File: config.mk
export PLATFORM = sky130hd
export DESIGN_NAME = floppy_glue
export DESIGN_NICKNAME = d
export VERILOG_FILES = /design/src/rtl/floppy_glue_pkg.sv /design/src/rtl/floppy_glue_ctrl.sv /design/src/rtl/floppy_glue_datapath.sv /design/src/rtl/floppy_glue.sv
export SDC_FILE = /design/constraint.sdc
export NUM_CORES = 1
export LEC_CHECK = 0
export BUFFER_PORTS_ARGS = -buffer_cell sky130_fd_sc_hd__buf_2
export CAP_MARGIN = 15
export CORE_UTILIZATION = 45
export DETAILED_ROUTE_END_ITERATION = 10
export PLACE_DENSITY = 0.85
export SYNTH_ARGS = -nofsm -noshare
export SYNTH_HDL_FRONTEND = slang
export SYNTH_HIERARCHICAL = 1
export SYNTH_SLANG_ARGS = --single-unit
File: constraint.sdc
create_clock -name clk -period 2.5 [get_ports clk]
set_input_delay 0.125 -clock clk [delete_from_list [all_inputs] [get_ports clk]]
set_output_delay 0.125 -clock clk [all_outputs]
set_load 0.01 [all_outputs]
File: src/rtl/floppy_glue_pkg.sv
package floppy_glue_pkg;
  localparam int CtlSelLsb  = 0;
  localparam int CtlMiniBit = 4;
  localparam int CtlSideBit = 5;
  localparam int CtlPreLsb  = 6;

  typedef struct packed {
    logic regWr;
    logic rdSel;
    logic stepOn;
    logic headSettled;
  } glueStrobe_t;
endpackage

File: src/rtl/floppy_glue_ctrl.sv
module floppy_glue_ctrl
  import floppy_glue_pkg::*;
#(
  parameter logic [7:0] PORT_ADDR   = 8'h34,
  parameter int         STEP_CYCLES = 64,
  parameter int         SETTLE_UNIT = 16
) (
  input  logic        clk,
  input  logic        rstN,
  input  logic [7:0]  ioAddr,
  input  logic        ioWrEn,
  input  logic        ioRdEn,
  input  logic        fdcStep,
  input  logic        fdcHld,
  input  logic [1:0]  settlePreset,
  output glueStrobe_t strobe
);
  localparam int StepW   = $clog2(STEP_CYCLES + 1);
  localparam int SettleW = $clog2(4 * SETTLE_UNIT + 1);

  logic               stepPrev;
  logic [StepW-1:0]   stepCnt;
  logic [SettleW-1:0] settleCnt;
  logic [SettleW-1:0] settleTarget;
  logic               stepEdge;
  logic               addrHit;

  assign addrHit      = (ioAddr == PORT_ADDR);
  assign stepEdge     = fdcStep & ~stepPrev;
  assign settleTarget = SettleW'((32'(settlePreset) + 1) * SETTLE_UNIT);

  always_ff @(posedge clk) begin
    if (!rstN) begin
      stepPrev <= 1'b0;
      stepCnt  <= '0;
    end else begin
      stepPrev <= fdcStep;
      if (stepEdge)
        stepCnt <= StepW'(STEP_CYCLES);
      else if (stepCnt != '0)
        stepCnt <= stepCnt - 1'b1;
    end
  end

  always_ff @(posedge clk) begin
    if (!rstN || !fdcHld)
      settleCnt <= '0;
    else if (settleCnt < settleTarget)
      settleCnt <= settleCnt + 1'b1;
  end

  always_comb begin
    strobe.regWr       = ioWrEn & addrHit;
    strobe.rdSel       = ioRdEn & addrHit;
    strobe.stepOn      = (stepCnt != '0);
    strobe.headSettled = fdcHld & (settleCnt >= settleTarget);
  end
endmodule

File: src/rtl/floppy_glue_datapath.sv
module floppy_glue_datapath
  import floppy_glue_pkg::*;
#(
  parameter int NUM_DRIVES = 4
) (
  input  logic                  clk,
  input  logic                  rstN,
  input  glueStrobe_t           strobe,
  input  logic [7:0]            ioWrData,
  input  logic                  fdcHld,
  input  logic                  fdcDrq,
  input  logic                  fdcIntrq,
  input  logic                  driveReady,
  input  logic                  driveSepClk,
  output logic [1:0]            settlePreset,
  output logic [7:0]            ioRdData,
  output logic                  fdcReady,
  output logic                  fdcSepClk,
  output logic [NUM_DRIVES-1:0] maxiSel,
  output logic                  maxiStep,
  output logic                  maxiSide,
  output logic [NUM_DRIVES-1:0] miniSel,
  output logic                  miniStep,
  output logic                  miniSide
);
  logic [7:0]            ctlReg;
  logic                  useMini;
  logic [NUM_DRIVES-1:0] qualSel;

  always_ff @(posedge clk) begin
    if (!rstN)
      ctlReg <= '0;
    else if (strobe.regWr)
      ctlReg <= ioWrData;
  end

  assign useMini      = ctlReg[CtlMiniBit];
  assign settlePreset = ctlReg[CtlPreLsb +: 2];

  for (genvar d = 0; d < NUM_DRIVES; d++) begin : g_sel
    assign qualSel[d] = ctlReg[CtlSelLsb + d] & fdcHld;
    assign maxiSel[d] = qualSel[d] & ~useMini;
    assign miniSel[d] = qualSel[d] & useMini;
  end

  assign maxiStep  = strobe.stepOn & ~useMini;
  assign miniStep  = strobe.stepOn & useMini;
  assign maxiSide  = ctlReg[CtlSideBit] & ~useMini;
  assign miniSide  = ctlReg[CtlSideBit] & useMini;
  assign fdcReady  = useMini | driveReady;
  assign fdcSepClk = useMini | driveSepClk;

  always_comb begin
    ioRdData = '0;
    if (strobe.rdSel)
      ioRdData = {fdcDrq, fdcIntrq, fdcHld, 4'b0000, strobe.headSettled};
  end
endmodule

File: src/rtl/floppy_glue.sv
module floppy_glue
  import floppy_glue_pkg::*;
#(
  parameter logic [7:0] PORT_ADDR   = 8'h34,
  parameter int         STEP_CYCLES = 64,
  parameter int         SETTLE_UNIT = 16
) (
  input  logic       clk,
  input  logic       rstN,
  input  logic [7:0] ioAddr,
  input  logic [7:0] ioWrData,
  input  logic       ioWrEn,
  input  logic       ioRdEn,
  output logic [7:0] ioRdData,
  input  logic       fdcStep,
  input  logic       fdcHld,
  input  logic       fdcDrq,
  input  logic       fdcIntrq,
  input  logic       driveReady,
  input  logic       driveSepClk,
  output logic       fdcReady,
  output logic       fdcSepClk,
  output logic [3:0] maxiSel,
  output logic       maxiStep,
  output logic       maxiSide,
  output logic [3:0] miniSel,
  output logic       miniStep,
  output logic       miniSide
);
  glueStrobe_t strobe;
  logic [1:0]  settlePreset;

  floppy_glue_ctrl #(
    .PORT_ADDR(PORT_ADDR), .STEP_CYCLES(STEP_CYCLES), .SETTLE_UNIT(SETTLE_UNIT)
  ) u_ctrl (
    .clk(clk), .rstN(rstN), .ioAddr(ioAddr), .ioWrEn(ioWrEn), .ioRdEn(ioRdEn),
    .fdcStep(fdcStep), .fdcHld(fdcHld), .settlePreset(settlePreset), .strobe(strobe)
  );

  floppy_glue_datapath #(.NUM_DRIVES(4)) u_dp (
    .clk(clk), .rstN(rstN), .strobe(strobe), .ioWrData(ioWrData),
    .fdcHld(fdcHld), .fdcDrq(fdcDrq), .fdcIntrq(fdcIntrq),
    .driveReady(driveReady), .driveSepClk(driveSepClk),
    .settlePreset(settlePreset), .ioRdData(ioRdData),
    .fdcReady(fdcReady), .fdcSepClk(fdcSepClk),
    .maxiSel(maxiSel), .maxiStep(maxiStep), .maxiSide(maxiSide),
    .miniSel(miniSel), .miniStep(miniStep), .miniSide(miniSide)
  );
endmodule

Yosys cells after proc, flatten, opt, wreduce, memory -nomap -nowiden
Cells that the tools add are included.
- bits of input ports: 26
- bits in registers: 23
- output and inout bits: 22
- add/sub/neg operators: 3
- magnitude comparators: 2
- reductions and logical operators: 6
- multiplexer cells: 3
- eq/ne operators: 1
- bitwise logic cells: 25
- operators by type and width (cell ; number):
    1-bit AND ; 20
    7-bit two-way mux ; 2
    8-bit by 6-bit == test with 1-bit output (second input constant) ; 1
    8-bit two-way mux ; 1
    7-bit by 1-bit adder with 7-bit output (second input constant) ; 1
    7-bit >= comparator ; 1
    7-bit < comparator ; 1
    7-bit nonzero test ; 1
    7-bit by 1-bit subtractor with 7-bit output (second input constant) ; 1
    2-bit by 1-bit adder with 3-bit output (second input constant) ; 1
    1-bit NOT ; 3
    1-bit zero test ; 2
    1-bit bitwise OR ; 2
    2-bit nonzero test ; 1
    2-bit OR reduction ; 1
    1-bit logical OR ; 1

Logic depth before layout (Yosys ltp)
Gate-level depths: netlist of run 1.
- depth after elaboration: 4
- mapped depth: 8
- depth with buffers taken out: 7

By module
The synthesis of run 1 kept the hierarchy.
- modules (own cells, without submodules) (module ; instances ; cells each ; area each (µm²) ; sequential area each (µm²)):
    floppy_glue_ctrl ; 1 ; 96 ; 822.0 ; 300.3
    floppy_glue_datapath ; 1 ; 52 ; 475.5 ; 160.2

Worst setup path before layout of run 1
Ideal clock, no wire load.
- kind: reg-to-reg
- from: register u_dp.ctlReg[6]
- to: register u_ctrl.settleCnt[6]
- cell stages (with the launch flop): 9
- arrival: 1.882 ns
- required time: 2.430 ns
- path slack: 0.548 ns
- period minus slack after synthesis: 1.952 ns
- path through: dfxtp_1 buf_4 ha_1 inv_1 ha_1 nand3b_1 nand2_4 or4_1 a21oi_1
- word-level cells in the longest chain between the ends: 2
- ends and longest elaborated chain (item ; RTL line ; text):
    from (decl) ; floppy_glue_datapath.sv:26 ; logic [7:0] ctlReg;
    from (signal assigned) ; floppy_glue_datapath.sv:34 ; ctlReg <= ioWrData;
    2-bit by 1-bit adder with 3-bit output ; floppy_glue_ctrl.sv:30 ; assign settleTarget = SettleW'((32'(settlePreset) + 1) * SETTLE_UNIT);
    7-bit < comparator ; floppy_glue_ctrl.sv:48 ; else if (settleCnt < settleTarget)
    to (signal assigned) ; floppy_glue_ctrl.sv:49 ; settleCnt <= settleCnt + 1'b1;
    to (decl) ; floppy_glue_ctrl.sv:23 ; logic [SettleW-1:0] settleCnt;
Every way passes these cells.
A chain may end at the register's enable or synchronous reset.

==> results of run 1 <==
## worst max path at each step
stage	slack, ns	depth (start not counted)	to
2_1_floorplan	0.55	8	u_ctrl/settleCnt[6]$_SDFFE_PP0N_
3_3_place_gp	0.60	7	u_ctrl/settleCnt[5]$_SDFFE_PP0N_
3_5_place_dp	0.54	7	u_ctrl/settleCnt[5]$_SDFFE_PP0N_
4_1_cts	0.30	8	ioRdData[0]
5_1_grt	0.20	8	ioRdData[0]
6_report	0.31	8	ioRdData[0]
## metrics by stage
stage | hold slack [ns] | util
final | 0.0201 | 0.563
after global routing | 0.00970 | 0.563
after CTS | 0.0111 | 0.563
after detailed placement | 0.354 | 0.552
after global placement | 0.348 | 0.552
after floorplan | 0.247 | -
## kinds of logic (layout without fill, tap and decap cells)
family | count (synthesis) | in the layout | share of synthesized area
AND/OR/NAND/NOR | 71 | 71 | 0.307
AO/OA/AOI/OAI | 10 | 10 | 0.0598
other | 1 | 4 | 0.00289
flip-flops | 23 | 23 | 0.355
adder cells (fa/ha/maj) | 8 | 8 | 0.0771
buffers and inverters | 18 | 58 | 0.0762
XOR/XNOR | 9 | 9 | 0.0608
multiplexers | 8 | 8 | 0.0617
## Yosys cell counts, types with 2 or more instances
library cell   n  area share
a21oi_1        3       0.012
and2_1        11       0.053
and3_1         6       0.029
buf_4          6       0.035
dfxtp_1       23        0.35
ha_1           8       0.077
inv_1         10       0.029
mux2i_1        8       0.062
nand2_1        7       0.020
nand3_1        6       0.023
nand3b_1       2       0.012
nand4_1        2      0.0096
nor2_1        13       0.038
nor2b_1       10       0.048
nor3_1         3       0.012
o31ai_1        2       0.012
or2_1          2      0.0096
or4_1          2       0.012
xnor2_1        7       0.047
xor2_1         2       0.014
## worst max-delay path, cell delays in order, from the launching register on
cell      delay (ns)
dfxtp_1         0.35
ha_1            0.28
inv_1           0.04
ha_1            0.28
nand3b_1        0.22
nand2_4         0.11
o21a_1          0.19
and2_1          0.14
buf_2           0.13
## registers in the layout, summed over array words and instances, names as in the netlist
name and count:
u_dp/ctlReg 8, u_ctrl/settleCnt 7, u_ctrl/stepCnt 7, u_ctrl/stepPrev 1
## final cells by class
class | count | area (um^2)
clock inverters | 1 | 7.51
fillers | 252 | 1190
multi-input cells | 110 | 749
inverters | 10 | 37.5
repair buffers | 44 | 223
well taps | 31 | 38.8
flip-flops and latches | 23 | 460
clock buffers | 3 | 22.5
## power breakdown
| part | total (uW) | switching [uW] | leakage [uW] | internal (uW) |
|---|---|---|---|---|
| Sequential | 442 | 35.3 | 0.000187 | 406 |
| Combinational | 279 | 138 | 0.000500 | 141 |
| Clock | 173 | 112 | 0.0000139 | 61.0 |
| Total | 894 | 286 | 0.000701 | 609 |
## routing by layer
layer	global-route usage	up-vias
met3	0.0442	0
met1	0.207	486
li1	-	570
met2	0.284	29
met5	0	-
met4	0.0214	0
==> flow_summary.json, run 1 <==
{
  "hold_end": "u_ctrl/stepPrev$_SDFF_PN0_",
  "clk_pin_slew_ns": 0.13,
  "die_height_um": 55.7,
  "met2_length_um": 1210,
  "layout.nets": 226,
  "io_buffers": 43,
  "worstPathArrival_ns": 2.06,
  "highest_layer": "met3",
  "final-instance-count-excl-fill": 222,
  "max_cap_viol_count": 0,
  "fin_area_um2": 1540,
  "period_needed_ns": 2.19,
  "dp_slack_ns": 0.540,
  "final.setup_skew_ns": 0.0127,
  "power_uw": 894,
  "final_hold_viol_count": 0,
  "r2r_cells": 7,
  "synth_edf_count": 0,
  "postCtsSetupRepairBufs": 0,
  "power_density_nw_per_um2": 581,
  "place_area_um2": 1510,
  "ys.flop_type": "dfxtp_1",
  "status": "complete, no violations",
  "die-width_um": 55.7,
  "final_common_cell": "buf_2",
  "drt-pass1-iter-count": 4,
  "cts.sinks": 23,
  "synth_warnings": 6,
  "initial_core_util": 0.475,
  "grt_max_degree": 15,
  "layout-drive-gt1-share": 0.262,
  "cts_hold_repair.buffers": 0,
  "cp.required_ns": 2.38,
  "drt_wl_total_um": 2460,
  "std_cell_rows": 19,
  "netlist_area_um2": 1300,
  "crit_path_max_fanout": 7,
  "vdd_drop_max_mv": 0.573,
  "io-pin-count": 48,
  "yosysUniqueCellTypes": 35,
  "grt_usage": 0.163,
  "grt.overflow.total": 0,
  "slew_viol_final": 0,
  "tns_ns": 0,
  "synth_cells": 148,
  "ys_ff_latch": 23,
  "cts_tree": "yes",
  "grt_pass1_wl_um": 4130,
  "core_area_um2": 2730,
  "antenna_found_initial": 0,
  "dp_hpwl_um": 1910,
  "hold_depth": 2,
  "layout_common_cells": "buf_2 (43), dfxtp_1 (23), nor2_1 (13), and2_1 (11)",
  "syn_to_final_growth_pct": 18.6,
  "layout_setup_ws_ns": 0.314,
  "r2r_end": "u_ctrl/settleCnt[6]$_SDFFE_PP0N_",
  "reg2reg_from": "u_dp/ctlReg[6]$_SDFFE_PN0P_",
  "end_kind": "primary output",
  "hp-class": "input pin to flip-flop",
  "min_period_over_period": 0.874,
  "wl_met1_um": 1130,
  "drc": 0,
  "routabilityCongestion": 0.827,
  "cts_inserted_buffers": 3,
  "clock_path_buffers": 2,
  "dr.first_iter.drc_count": 17,
  "min-delay-start": "fdcStep",
  "insertion_delay_ns": 0.31,
  "via_count": 1085,
  "wl_per_cell_um": 11.1,
  "grt_pass1_vias": 989,
  "crit_start": "u_dp/ctlReg[6]$_SDFFE_PN0P_",
  "r2r_slack_ns": 0.49,
  "htreeDepth": 1,
  "fmax_mhz": 457,
  "wl_met3_um": 113,
  "dp_cells": 218,
  "criticalPathCategory": "flip-flop to primary output",
  "antenna_left": 0,
  "yosysSeqAreaShare": 0.355,
  "dieArea_um2": 3100,
  "p_leak_uw": 0.000701,
  "antenna_cells": 0,
  "vias_per_cell": 4.89,
  "avgSynthCellArea_um2": 8.77,
  "synthArstFlopShare": 0,
  "cts_resized": 0,
  "start_kind": "flip-flop",
  "setup_viol_count_final": 0,
  "root_buffer": "clkbuf_4",
  "rsz0062_at_grt": "false"
}
Power figures use the tool's default switching activity.
==> run 2: changes to the inputs <==
- CORE_MARGIN: not set -> 3
- GPL_TIMING_DRIVEN: not set -> 0
==> run 2 against run 1 <==
Non-clock buffer count up 7. Global-route usage is 1.3 points lower. Flip-flop and latch count did not move.
==> flow_summary.json, run 2 (same netlist as run 1, synthesis figures left out) <==
{
  "status": "complete, no violations",
  "cts_tree": "yes",
  "r2r_cells": 8,
  "r2r_end": "u_ctrl/settleCnt[6]$_SDFFE_PP0N_",
  "reg_top3": "u_dp/ctlReg (8), u_ctrl/settleCnt (7), u_ctrl/stepCnt (7)",
  "io_buffers": 43,
  "dieArea_um2": 3560,
  "layout_common_cells": "buf_2 (44), dfxtp_1 (23), nor2_1 (13), and2_1 (11)",
  "core_area_um2": 2610,
  "p_int_uw": 614,
  "setup_viol_count_final": 0,
  "via_count": 1128,
  "r2r_slack_ns": 0.41,
  "layout_setup_ws_ns": 0.219,
  "antenna_cells": 0,
  "std_cell_rows": 18,
  "die_height_um": 59.7,
  "p_sw_frac": 0.315,
  "drt_wl_total_um": 2460,
  "regMostFlops": "u_dp/ctlReg",
  "drc": 0,
  "layout.nets": 233,
  "hold_depth": 2,
  "antenna_found_initial": 0,
  "power_uw": 896,
  "htreeDepth": 1,
  "hold_end": "u_ctrl/stepPrev$_SDFF_PN0_",
  "end_kind": "primary output",
  "grt_usage": 0.150,
  "final_hold_viol_count": 0,
  "period_needed_ns": 2.28,
  "dp_slack_ns": 0.446,
  "cp.required_ns": 2.38,
  "power_switching_uw": 282,
  "wl_per_cell_um": 10.8,
  "initial_core_util": 0.497,
  "io-pin-count": 48,
  "layout-drive-gt1-share": 0.283,
  "path_buf_inv": 3,
  "crit_top_cell": "ha_1",
  "clk_pin_slew_ns": 0.12,
  "p_comb_frac": 0.319,
  "vias_per_cell": 4.95,
  "grt_max_degree": 14,
  "die-width_um": 59.7,
  "grt.overflow.total": 0,
  "grt_pass1_wl_um": 4210,
  "min_period_over_period": 0.912,
  "antenna_left": 0,
  "criticalPathCategory": "flip-flop to primary output",
  "crit_path_max_fanout": 7,
  "p_leak_uw": 0.000741,
  "fmax_mhz": 438,
  "slew_viol_final": 0,
  "cts_hold_repair.buffers": 0,
  "postCtsSetupRepairBufs": 0,
  "power_density_nw_per_um2": 564,
  "tns_ns": 0,
  "critical_path.top_delay_family": "adder cells",
  "reg2reg_from": "u_dp/ctlReg[6]$_SDFFE_PN0P_",
  "vdd_drop_max_mv": 0.612,
  "cts_inserted_buffers": 3,
  "final.setup_skew_ns": 0.00767,
  "insertion_delay_ns": 0.31,
  "cts_resized": 0,
  "cp_cell_sequence": "buf_4 -> ha_1 -> inv_1 -> ha_1 -> nand3b_1 -> nand2_4 -> o21a_1 -> and2_1 -> buf_2",
  "dp_hpwl_um": 2030,
  "dr.first_iter.drc_count": 19,
  "clock_path_buffers": 2,
  "hp-class": "input pin to flip-flop",
  "rsz0062_at_grt": "false",
  "final_common_cell": "buf_2",
  "max_cap_viol_count": 0,
  "fin_util": 0.608,
  "syn_to_final_growth_pct": 22.4,
  "fillers": 254,
  "largest_reg_flops": 8,
  "worstPathArrival_ns": 2.16,
  "slowest_stage": "dfxtp_1",
  "max_stage_delay_ns": 0.33,
  "cts.sinks": 23,
  "root_buffer": "clkbuf_4",
  "drt-pass1-iter-count": 4,
  "min-delay-start": "fdcStep",
  "p_seq_frac": 0.494,
  "routabilityCongestion": 0.731,
  "start_kind": "flip-flop",
  "hold_slack_ns": 0.0406,
  "clockPowerShare": 0.187,
  "grt_pass1_vias": 1020
}
==> run 2: cell types whose count changed in the layout (fill, tap and decap cells not counted) <==
cell / before / now
buf_4: 1 / 6
clkinvlp_4: 1 / 0
buf_2: 43 / 44
clkbuf_1: 0 / 1
buf_6: 0 / 1
==> run 2: power groups by stage <==
stage | registers, uW | logic, uW | clock network, uW
2_1_floorplan | 442 | 222 | 0
3_3_place_gp | 448 | 279 | 0
3_5_place_dp | 451 | 286 | 0
4_1_cts | 443 | 288 | 175
5_1_grt | 449 | 331 | 192
6_report | 442 | 286 | 168
==> run 2: area by class of cell <==
cell class	instances	area [um^2]	area share
Tap cell	30	37.5	0.0236
Clock buffer	4	26.3	0.0165
Inverter	10	37.5	0.0236
Sequential cell	23	460	0.290
Buffer	8	61.3	0.0386
Timing Repair Buffer	43	215	0.136
Multi-Input combinational cell	110	749	0.472
==> run 2: worst max-delay path by stage <==
| stage | from | end | cells past startpoint |
|---|---|---|---|
| floorplan | u_dp/ctlReg[6]$_SDFFE_PN0P_ | u_ctrl/settleCnt[6]$_SDFFE_PP0N_ | 8 |
| global placement | u_dp/ctlReg[6]$_SDFFE_PN0P_ | u_ctrl/settleCnt[6]$_SDFFE_PP0N_ | 8 |
| detailed placement | u_dp/ctlReg[6]$_SDFFE_PN0P_ | u_ctrl/settleCnt[6]$_SDFFE_PP0N_ | 8 |
| CTS | u_dp/ctlReg[6]$_SDFFE_PN0P_ | ioRdData[0] | 9 |
| global route | u_dp/ctlReg[6]$_SDFFE_PN0P_ | ioRdData[0] | 9 |
| finish | u_dp/ctlReg[6]$_SDFFE_PN0P_ | ioRdData[0] | 9 |
==> run 2: through the flow <==
| step | instance area [um^2] | std cells |
|---|---|---|
| after detailed placement | 1560 | 224 |
| after CTS | 1590 | 228 |
| after floorplan | 1310 | 151 |
| after global routing | 1590 | 228 |
| final | 1590 | 228 |
| after global placement | 1560 | 224 |
==> run 2: per-layer routing <==
metal / vias to the layer above / part of all wire / global-route usage
met1: 513 / 0.45 / 0.197
met4: 0 / 0.0049 / 0.0190
li1: 582 / - / -
met2: 31 / 0.49 / 0.253
met3: 2 / 0.060 / 0.0389
met5: - / 0 / 0
